## src/rtl/can_mbx_pkg.sv

```systemverilog
package can_mbx_pkg;
  localparam int NMBX  = 16;
  localparam int IDW   = $clog2(NMBX);
  localparam int BUSW  = 16;
  localparam logic [NMBX-1:0] TX_MASK = {{(NMBX-1){1'b1}}, 1'b0};

  typedef enum logic [2:0] {
    SEL_TXPEND = 3'd0,
    SEL_TXCXL  = 3'd1,
    SEL_TXDONE = 3'd2,
    SEL_ABDONE = 3'd3,
    SEL_RXPEND = 3'd4,
    SEL_OVWR   = 3'd5
  } reg_sel_e;

  // mailbox vector -> bus image of a transmit register (bit 8 unused)
  function automatic logic [BUSW-1:0] tx_to_bus(input logic [NMBX-1:0] v);
    return {v[15:9], 1'b0, v[8:1]};
  endfunction

  // bus image of a transmit register -> mailbox vector (mailbox 0 empty)
  function automatic logic [NMBX-1:0] bus_to_tx(input logic [BUSW-1:0] b);
    return {b[15:9], b[7:0], 1'b0};
  endfunction
endpackage

```

## src/rtl/mbx_evt_decode.sv

```systemverilog
module mbx_evt_decode #(
  parameter int N   = 16,
  parameter int IDW = $clog2(N)
) (
  input  logic           vld,
  input  logic [IDW-1:0] id,
  output logic [N-1:0]   oh
);
  for (genvar i = 0; i < N; i++) begin : g_dec
    assign oh[i] = vld && (id == IDW'(i));
  end
endmodule

```

## src/rtl/mbx_flag_vec.sv

```systemverilog
module mbx_flag_vec #(
  parameter int W = 16
) (
  input  logic         clk,
  input  logic         rst,
  input  logic [W-1:0] set_v,
  input  logic [W-1:0] clr_v,
  output logic [W-1:0] q
);
  // set has priority over clear so no event is lost
  always_ff @(posedge clk) begin
    if (rst) q <= '0;
    else     q <= (q & ~clr_v) | set_v;
  end
endmodule

```

## src/rtl/mbx_rd_mux.sv

```systemverilog
module mbx_rd_mux
  import can_mbx_pkg::*;
(
  input  logic            clk,
  input  logic            rst,
  input  logic [2:0]      sel,
  input  logic [NMBX-1:0] txpend,
  input  logic [NMBX-1:0] txcxl,
  input  logic [NMBX-1:0] txdone,
  input  logic [NMBX-1:0] abdone,
  input  logic [NMBX-1:0] rxpend,
  input  logic [NMBX-1:0] ovwr,
  output logic [BUSW-1:0] rd_data
);
  logic [BUSW-1:0] mux_d;

  always_comb begin
    unique case (sel)
      SEL_TXPEND: mux_d = tx_to_bus(txpend);
      SEL_TXCXL:  mux_d = tx_to_bus(txcxl);
      SEL_TXDONE: mux_d = tx_to_bus(txdone);
      SEL_ABDONE: mux_d = tx_to_bus(abdone);
      SEL_RXPEND: mux_d = BUSW'(rxpend);
      SEL_OVWR:   mux_d = BUSW'(ovwr);
      default:    mux_d = '0;
    endcase
  end

  always_ff @(posedge clk) begin
    if (rst) rd_data <= '0;
    else     rd_data <= mux_d;
  end

  // bit 8 of a transmit register image is always 0
  a_r2_gap_bit_zero: assert property (@(posedge clk) disable iff (rst)
    (!$past(rst) && $past(sel) <= 3'd3) |-> (rd_data[8] == 1'b0));
endmodule

```

## src/rtl/can_mbx_flags.sv

```systemverilog
module can_mbx_flags
  import can_mbx_pkg::*;
(
  input  logic            clk,
  input  logic            rst,
  input  logic [2:0]      addr,
  input  logic            wr_en,
  input  logic [BUSW-1:0] wr_data,
  output logic [BUSW-1:0] rd_data,
  input  logic            txd_vld,
  input  logic [IDW-1:0]  txd_id,
  input  logic            cxd_vld,
  input  logic [IDW-1:0]  cxd_id,
  input  logic            rxe_vld,
  input  logic [IDW-1:0]  rxe_id,
  output logic [NMBX-1:0] tx_req,
  output logic [NMBX-1:0] cxl_req
);
  logic [NMBX-1:0] txd_oh, cxd_oh, rxe_oh;
  logic [NMBX-1:0] txpend_q, txcxl_q, txdone_q, abdone_q, rxpend_q, ovwr_q;
  logic [NMBX-1:0] wr_tx_v, wr_rx_v, tx_fin;
  logic            hit_txpend, hit_txcxl, hit_txdone, hit_abdone, hit_rxpend, hit_ovwr;

  mbx_evt_decode #(.N(NMBX), .IDW(IDW)) u_dec_txd (.vld(txd_vld), .id(txd_id), .oh(txd_oh));
  mbx_evt_decode #(.N(NMBX), .IDW(IDW)) u_dec_cxd (.vld(cxd_vld), .id(cxd_id), .oh(cxd_oh));
  mbx_evt_decode #(.N(NMBX), .IDW(IDW)) u_dec_rxe (.vld(rxe_vld), .id(rxe_id), .oh(rxe_oh));

  assign wr_tx_v    = bus_to_tx(wr_data) & TX_MASK;
  assign wr_rx_v    = wr_data[NMBX-1:0];
  assign hit_txpend = wr_en && (addr == SEL_TXPEND);
  assign hit_txcxl  = wr_en && (addr == SEL_TXCXL);
  assign hit_txdone = wr_en && (addr == SEL_TXDONE);
  assign hit_abdone = wr_en && (addr == SEL_ABDONE);
  assign hit_rxpend = wr_en && (addr == SEL_RXPEND);
  assign hit_ovwr   = wr_en && (addr == SEL_OVWR);
  // mailbox 0 cannot transmit: its completion events are dropped
  assign tx_fin     = (txd_oh | cxd_oh) & TX_MASK;

  mbx_flag_vec #(.W(NMBX)) u_txpend (.clk(clk), .rst(rst),
    .set_v(hit_txpend ? wr_tx_v : '0), .clr_v(tx_fin), .q(txpend_q));
  mbx_flag_vec #(.W(NMBX)) u_txcxl (.clk(clk), .rst(rst),
    .set_v(hit_txcxl ? wr_tx_v : '0), .clr_v(tx_fin), .q(txcxl_q));
  mbx_flag_vec #(.W(NMBX)) u_txdone (.clk(clk), .rst(rst),
    .set_v(txd_oh & TX_MASK), .clr_v(hit_txdone ? wr_tx_v : '0), .q(txdone_q));
  mbx_flag_vec #(.W(NMBX)) u_abdone (.clk(clk), .rst(rst),
    .set_v(cxd_oh & TX_MASK), .clr_v(hit_abdone ? wr_tx_v : '0), .q(abdone_q));
  mbx_flag_vec #(.W(NMBX)) u_rxpend (.clk(clk), .rst(rst),
    .set_v(rxe_oh), .clr_v(hit_rxpend ? wr_rx_v : '0), .q(rxpend_q));
  mbx_flag_vec #(.W(NMBX)) u_ovwr (.clk(clk), .rst(rst),
    .set_v(rxe_oh & rxpend_q), .clr_v(hit_ovwr ? wr_rx_v : '0), .q(ovwr_q));

  mbx_rd_mux u_rd (.clk(clk), .rst(rst), .sel(addr),
    .txpend(txpend_q), .txcxl(txcxl_q), .txdone(txdone_q), .abdone(abdone_q),
    .rxpend(rxpend_q), .ovwr(ovwr_q), .rd_data(rd_data));

  assign tx_req  = txpend_q;
  assign cxl_req = txcxl_q;

  // a done flag only rises for a mailbox named by a transmit-done event
  a_r5_done_needs_event: assert property (@(posedge clk) disable iff (rst)
    ((txdone_q & ~$past(txdone_q) & ~$past(txd_vld ? txd_oh : '0)) == '0));
  // an abort flag only rises for a mailbox named by a cancel-done event
  a_r6_abort_needs_event: assert property (@(posedge clk) disable iff (rst)
    ((abdone_q & ~$past(abdone_q) & ~$past(cxd_oh)) == '0));
  // overwrite only rises when a receive hit an already pending mailbox
  a_r9_ovwr_cause: assert property (@(posedge clk) disable iff (rst)
    ((ovwr_q & ~$past(ovwr_q) & ~($past(rxe_oh) & $past(rxpend_q))) == '0));
  // a cancel request only rises after a write to the cancel register
  a_r4_cxl_from_write: assert property (@(posedge clk) disable iff (rst)
    ((txcxl_q & ~$past(txcxl_q)) != '0) |-> ($past(wr_en) && $past(addr) == SEL_TXCXL));
  // mailbox 0 never holds transmit-side state
  a_r12_mbx0_rx_only: assert property (@(posedge clk) disable iff (rst)
    !(tx_req[0] || cxl_req[0] || txdone_q[0] || abdone_q[0]));
endmodule

```

## config.mk

```make
export PLATFORM = sky130hd
export DESIGN_NAME = can_mbx_flags
export DESIGN_NICKNAME = d
export VERILOG_FILES = /design/src/rtl/can_mbx_pkg.sv /design/src/rtl/mbx_evt_decode.sv /design/src/rtl/mbx_flag_vec.sv /design/src/rtl/mbx_rd_mux.sv /design/src/rtl/can_mbx_flags.sv
export SDC_FILE = /design/constraint.sdc
export NUM_CORES = 1
export LEC_CHECK = 0
export BUFFER_PORTS_ARGS = -buffer_cell sky130_fd_sc_hd__clkbuf_2
export CAP_MARGIN = 5
export CORE_ASPECT_RATIO = 0.9
export CORE_MARGIN = 3
export CORE_UTILIZATION = 50
export CTS_BUF_LIST = sky130_fd_sc_hd__clkbuf_4 sky130_fd_sc_hd__clkbuf_8 sky130_fd_sc_hd__clkbuf_16
export DETAILED_ROUTE_END_ITERATION = 16
export GPL_ROUTABILITY_DRIVEN = 0
export PLACE_DENSITY = 0.73
export REMOVE_ABC_BUFFERS = 1
export SYNTH_ARGS = -nofsm -noshare
export SYNTH_HDL_FRONTEND = slang
export SYNTH_SLANG_ARGS = --single-unit
```

## constraint.sdc

```tcl
create_clock -name clk -period 2.42 [get_ports clk]
set_clock_uncertainty 0.15 [all_clocks]
set_input_delay 0 -clock clk [delete_from_list [all_inputs] [get_ports clk]]
set_output_delay 0 -clock clk [all_outputs]
set_load 0.02 [all_outputs]
```

==> results of run 1 <==
power by group through the flow:
stage	Combinational [W]	Clock, W	Sequential (W)
after floorplan	0.000136	0	0.00189
after global placement	0.000349	0	0.00187
after detailed placement	0.000354	0	0.00187
after CTS	0.000388	0.00108	0.00183
after global routing	0.000427	0.00115	0.00184
final	0.000394	0.00106	0.00183
cell type report:
class / count / area (µm²) / area share
sequential: 108 / 2160 / 0.381
clock buffer: 9 / 124 / 0.0218
multi-input combinational: 414 / 2360 / 0.416
tap: 122 / 153 / 0.0269
inverter: 2 / 12.5 / 0.00221
clock inverter: 5 / 55.1 / 0.00970
timing repair buffer: 125 / 806 / 0.142
routing by layer:
| layer | routed length [µm] | GRT usage |
|---|---|---|
| met3 | 1230 | 0.0576 |
| met1 | 6260 | 0.382 |
| met2 | 6520 | 0.424 |
| met4 | 403 | 0.0951 |
| met5 | 0 | 0 |
final timing paths:
path                  from       endpoint  depth (start not counted)
min reg2reg  u_abdone.q[2]  u_abdone.q[2]                          2
max                addr[2]    u_ovwr.q[8]                          9
min              cxd_id[2]  u_abdone.q[2]                          5
max reg2reg  u_rxpend.q[8]    u_ovwr.q[8]                          3
sequential cells by signal, indices dropped and copies added (netlist names):
register      count
u_abdone.q       15
u_ovwr.q         16
u_rd.rd_data     16
u_rxpend.q       16
u_txcxl.q        15
u_txdone.q       15
u_txpend.q       15
worst min-delay path, cell delays in order:
cell	delay [ns]
clkbuf_2	0.12
or3b_1	0.16
nor2_1	0.08
a21oi_1	0.11
nor2_1	0.04
what timing repair did:
item	CTS	global route
endpoints found under the setup margin	0	0
hold buffers	29	0
endpoints found under the hold margin	94	0
through the flow:
step	instances	utilization	setup WS (ns)
2_1_floorplan	524	-	0.600
3_3_place_gp	742	0.565	0.608
3_5_place_dp	742	0.565	0.557
4_1_cts	785	0.616	0.224
5_1_grt	785	0.616	0.0775
6_report	785	0.616	0.177
cells in the final DEF (no fill, tap or decap), types with 2 or more instances in the layout:
| cell | n |
|---|---|
| a211o_1 | 5 |
| a211oi_1 | 5 |
| a21oi_1 | 61 |
| a221oi_1 | 2 |
| a22o_1 | 32 |
| a22oi_1 | 16 |
| a32oi_1 | 2 |
| a41oi_1 | 3 |
| a41oi_2 | 2 |
| and4b_1 | 2 |
| buf_4 | 14 |
| clkbuf_2 | 81 |
| clkbuf_8 | 9 |
| clkinv_2 | 2 |
| clkinvlp_4 | 2 |
| conb_1 | 2 |
| dfxtp_1 | 108 |
| dlygate4sd3_1 | 29 |
| mux2_2 | 2 |
| mux2i_1 | 19 |
| mux4_2 | 3 |
| nand2_1 | 76 |
| nand2b_1 | 6 |
| nand3_1 | 16 |
| nand3b_1 | 8 |
| nor2_1 | 107 |
| nor2b_1 | 2 |
| nor3_1 | 25 |
| o21ai_0 | 7 |
| or3b_1 | 3 |
cells by family (layout without fill, tap and decap cells):
| family | count (synthesis) | after routing | synth area share |
|---|---|---|---|
| other | 1 | 2 | 0.000785 |
| buffers and inverters | 36 | 141 | 0.0548 |
| multiplexers | 24 | 24 | 0.0587 |
| AND/OR/NAND/NOR | 252 | 252 | 0.239 |
| flip-flops | 108 | 108 | 0.453 |
| AO/OA/AOI/OAI | 136 | 136 | 0.194 |
==> results.sh, run 1 <==
export IMPL_placed_area_um2=5200
export IMPL_design_die_area_um2=10800
export IMPL_nNetsFinal=697
export IMPL_antenna_found_initial=0
export IMPL_port_buffers=82
export IMPL_cts_tree="yes"
export IMPL_drc_errors=0
export IMPL_slowest_stage="dlygate4sd3_1"
export IMPL_synthArstFlopShare=0
export IMPL_max_cap_violations=0
export IMPL_setup_viol_count_final=0
export IMPL_numCtsBuffers=9
export IMPL_final_max_slew_viol_count=0
export IMPL_firstDrtPassIters=5
export IMPL_relSlewSlack=0.188
export IMPL_pwr_share_seq=0.557
export IMPL_hold_viol=0
export IMPL_ys_top_cells_by_area="dfxtp_1, nor2_1, a21oi_1, nand2_1, a22o_1"
export IMPL_syn_inst=557
export IMPL_grt_start_max_net_pins=49
export IMPL_p_sw_w=0.000872
export IMPL_ys_ff_latch=108
export IMPL_grt_pass1_wl_um=23000
export IMPL_whs_ns=0.0309
export IMPL_coreArea_um2=9210
export IMPL_synth_top_area_share=0.453
export IMPL_rsz0062_at_grt="no"
export IMPL_ff2ff_setup_slack_ns=1.04
export IMPL_diodes=0
export IMPL_grt_remaining_overflow=0
export IMPL_crit_path_end_kind="flip-flop"
export IMPL_vias_per_cell=5.90
export IMPL_netlist_top_cell_by_area="dfxtp_1"
export IMPL_fin_crit_sh=0.927
export IMPL_start_util=0.519
export IMPL_seq_area_frac_synth=0.453
export IMPL_grt_usage=0.275
export IMPL_drtIter0Drc=400
export IMPL_drive_above_1_share=0.189
export IMPL_avgSynthCellArea_um2=8.57
export IMPL_fin_setup_tns_ns=0
export IMPL_ctsResizeCount=0
export IMPL_yosysWarnings=0
export IMPL_cts_setup_buffers=0
export IMPL_yosysMostFrequentCell="dfxtp_1"
export IMPL_synth_edf_count=0
export IMPL_cts_sinks=108
export IMPL_power_density_nw_per_um2=580
export IMPL_status="finished clean"
export IMPL_ys_flop_type="dfxtp_1"
export IMPL_ir_worst_vdd_uv=346
export IMPL_criticalPathCategory="in -> reg"
export IMPL_yosysUniqueCellTypes=39
export IMPL_synth_common_cells="dfxtp_1, nor2_1, nand2_1"
export IMPL_path_buf_inv=5
export IMPL_period_needed_ns=2.24
export IMPL_slowest_delay_ns=0.58
export IMPL_routedWlPerCell_um=18.4
export IMPL_vias=4631
export IMPL_clk_pin_slew_ns=0.10
export IMPL_routed_wl_um=14400
export IMPL_p_sw_frac=0.265
export IMPL_ios=85
export IMPL_p_clk_frac=0.323
export IMPL_die_y_um=98.7
export IMPL_die_w_um=109
export IMPL_fmax_mhz=446
export IMPL_start_kind="primary input"
export IMPL_ant_nets=0
export IMPL_p_comb_frac=0.120
export IMPL_min_path_type="in -> reg"
export IMPL_grt_pass1_vias=4471
export IMPL_cpLargestDelayFamily="buffers and inverters"
export IMPL_intPower_w=0.00242
export IMPL_num_fill_cells=832
export IMPL_std_cell_rows=33
export IMPL_syn2layout_area_growth_pct=18.8
export IMPL_design_area_um2=5670
export IMPL_worstPathRequired_ns=2.53
export IMPL_clk_latency_ns=0.38
export IMPL_finalPower_w=0.00329
export IMPL_htreeDepth=3
export IMPL_clock_path_buffers=2
export IMPL_tightest_slew_ns=1.21
export IMPL_cellLeakagePower_nw=2.23
export IMPL_cp_max_fo=12
export IMPL_dpl_hpwl_um=10000
export IMPL_cts_root_buf="clkbuf_8"
export IMPL_cp_arrival_ns=2.35
export IMPL_syn_area_um2=4780
export IMPL_crit_chain="dlygate4sd3_1 -> clkbuf_2 -> buf_4 -> and4b_1 -> buf_4 -> nand2_1 -> a22oi_1 -> dlygate4sd3_1 -> nor2_1"
No activity file was read; power rests on OpenSTA's default activity.
==> inputs of run 2 (changes only) <==
--- a/config.mk
+++ b/config.mk
@@ -7,14 +7,17 @@
 export LEC_CHECK = 0
 export BUFFER_PORTS_ARGS = -buffer_cell sky130_fd_sc_hd__clkbuf_2
 export CAP_MARGIN = 5
+export CELL_PAD_IN_SITES_DETAIL_PLACEMENT = 0
+export CELL_PAD_IN_SITES_GLOBAL_PLACEMENT = 2
 export CORE_ASPECT_RATIO = 0.9
 export CORE_MARGIN = 3
-export CORE_UTILIZATION = 50
+export CORE_UTILIZATION = 36
 export CTS_BUF_LIST = sky130_fd_sc_hd__clkbuf_4 sky130_fd_sc_hd__clkbuf_8 sky130_fd_sc_hd__clkbuf_16
 export DETAILED_ROUTE_END_ITERATION = 16
 export GPL_ROUTABILITY_DRIVEN = 0
-export PLACE_DENSITY = 0.73
+export PLACE_DENSITY_LB_ADDON = 0.1
 export REMOVE_ABC_BUFFERS = 1
 export SYNTH_ARGS = -nofsm -noshare
 export SYNTH_HDL_FRONTEND = slang
 export SYNTH_SLANG_ARGS = --single-unit
+export TNS_END_PERCENT = 1
==> results.sh, run 2 (synthesis results as in run 1) <==
export IMPL_ant_nets=0
export IMPL_nNetsFinal=701
export IMPL_diodes=0
export IMPL_reg_top3="u_ovwr.q: 16 flops, u_rd.rd_data: 16 flops, u_rxpend.q: 16 flops"
export IMPL_finalNonFillerCells=833
export IMPL_fmax_mhz=432
export IMPL_dpl_hpwl_um=11500
export IMPL_setup_viol_count_final=0
export IMPL_layout_setup_ws_ns=0.104
export IMPL_placed_area_um2=5290
export IMPL_antenna_found_initial=0
export IMPL_period_needed_ns=2.32
export IMPL_reg2reg_from="u_rxpend.q[8]"
export IMPL_fin_setup_tns_ns=0
export IMPL_vias_per_cell=5.40
export IMPL_syn2layout_area_growth_pct=22.7
export IMPL_power_density_nw_per_um2=624
export IMPL_firstDrtPassIters=5
export IMPL_rsz0062_at_grt="no"
export IMPL_criticalPathCategory="in -> reg"
export IMPL_grt_pass1_vias=4368
export IMPL_dp_cells=787
export IMPL_drtIter0Drc=313
export IMPL_layout_common_cells="dfxtp_1, nor2_1, clkbuf_2"
export IMPL_grt_pass1_wl_um=25000
export IMPL_numCtsBuffers=9
export IMPL_cp_max_fo=19
export IMPL_std_cell_rows=39
export IMPL_num_fill_cells=1305
export IMPL_final_max_slew_viol_count=0
export IMPL_tightest_slew_ns=0.579
export IMPL_min_path_type="in -> reg"
export IMPL_die_y_um=115
export IMPL_cellLeakagePower_nw=2.30
export IMPL_clock_path_buffers=2
export IMPL_crit_path_end_kind="flip-flop"
export IMPL_fin_util=0.457
export IMPL_seqCellArea_um2=2160
export IMPL_vias=4498
export IMPL_cts_root_buf="clkbuf_16"
export IMPL_grt_remaining_overflow=0
export IMPL_slowest_delay_ns=0.58
export IMPL_ir_worst_vdd_uv=341
export IMPL_htreeDepth=3
export IMPL_grt_usage=0.224
export IMPL_routed_wl_um=16000
export IMPL_relSlewSlack=0.613
export IMPL_post_place_ws_ns=0.712
export IMPL_cp_startpoint="addr[0]"
export IMPL_worstPathRequired_ns=2.50
export IMPL_coreArea_um2=12800
export IMPL_fin_crit_sh=0.957
export IMPL_clk_pin_slew_ns=0.06
export IMPL_crit_chain="dlygate4sd3_1 -> clkbuf_2 -> buf_4 -> nor4bb_2 -> buf_4 -> nand2_1 -> a21oi_1 -> dlygate4sd3_1 -> nor2_1"
export IMPL_grt_start_max_net_pins=47
export IMPL_slowest_stage="dlygate4sd3_1"
export IMPL_drive_above_1_share=0.202
export IMPL_cts_tree="yes"
export IMPL_cpLargestDelayFamily="buffers and inverters"
export IMPL_cp_arrival_ns=2.39
export IMPL_clk_latency_ns=0.36
export IMPL_status="finished clean"
export IMPL_holdCritStartpoint="cxd_id[2]"
export IMPL_start_kind="primary input"
export IMPL_routedWlPerCell_um=19.2
export IMPL_start_util=0.372
export IMPL_design_area_um2=5860
export IMPL_port_buffers=82
export IMPL_drc_errors=0
export IMPL_design_die_area_um2=14700
export IMPL_die_w_um=127
export IMPL_max_cap_violations=0
export IMPL_hold_viol=0
export IMPL_path_buf_inv=5
export IMPL_ios=85
export IMPL_ctsResizeCount=0
export IMPL_multiInputGateArea_um2=2360
export IMPL_final_common_cell="dfxtp_1"
export IMPL_cts_sinks=108
## run 2: changes by cell type in the layout (fill, tap and decap cells not counted), sizes merged
cell,previous run,this run
buf,15,23
bufinv,1,0
clkbuf,90,95
dlygate4sd3,29,25
clkinvlp,2,0
## run 2: layout make-up
class | instances | share of cell area
tap | 164 | 0.0350
clock inverter | 2 | 0.00171
timing repair buffer | 129 | 0.143
inverter | 2 | 0.00214
clock buffer | 14 | 0.0459
multi-input combinational | 414 | 0.403
sequential | 108 | 0.369
## run 2: report_power, final
part,leakage (nW),internal (W),switching (W)
Combinational,1.29,0.000146,0.000255
Clock,0.144,0.000770,0.000652
Sequential,0.874,0.00181,0.0000223
## run 2: final timing paths
kind	cells past startpoint	slack, ns	end
worst min-delay path	5	0.06	u_abdone.q[1]
worst min register to register	2	0.34	u_txdone.q[1]
worst max register to register	3	1.09	u_rxpend.q[8]
worst max-delay path	9	0.10	u_rxpend.q[8]
## run 2: per-layer routing
metal	wire (µm)	GRT usage	vias to the layer above
li1	-	-	2181
met1	7650	0.306	2171
met2	7260	0.360	132
met3	887	0.0492	14
met4	189	0.0579	0
met5	0	0	-
## run 2: timing repair
action | CTS | global route
hold endpoints to repair | 94 | 0
endpoints found under the setup margin | 0 | 1
setup buffers | 0 | 5
hold buffers | 25 | 0
## run 2: worst reg2reg max path, cell delays in order, from the launching register on
cell	delay, ns
dfxtp_1	0.33
a21oi_1	0.12
dlygate4sd3_1	0.56
nor2_1	0.04
## run 2: through the flow
| stage | total power [W] | hold WS, ns |
|---|---|---|
| 2_1_floorplan | 0.00203 | -0.0867 |
| 3_3_place_gp | 0.00224 | 0.143 |
| 3_5_place_dp | 0.00224 | 0.159 |
| 4_1_cts | 0.00369 | 0.0368 |
| 5_1_grt | 0.00380 | 0.0882 |
| 6_report | 0.00366 | 0.0588 |
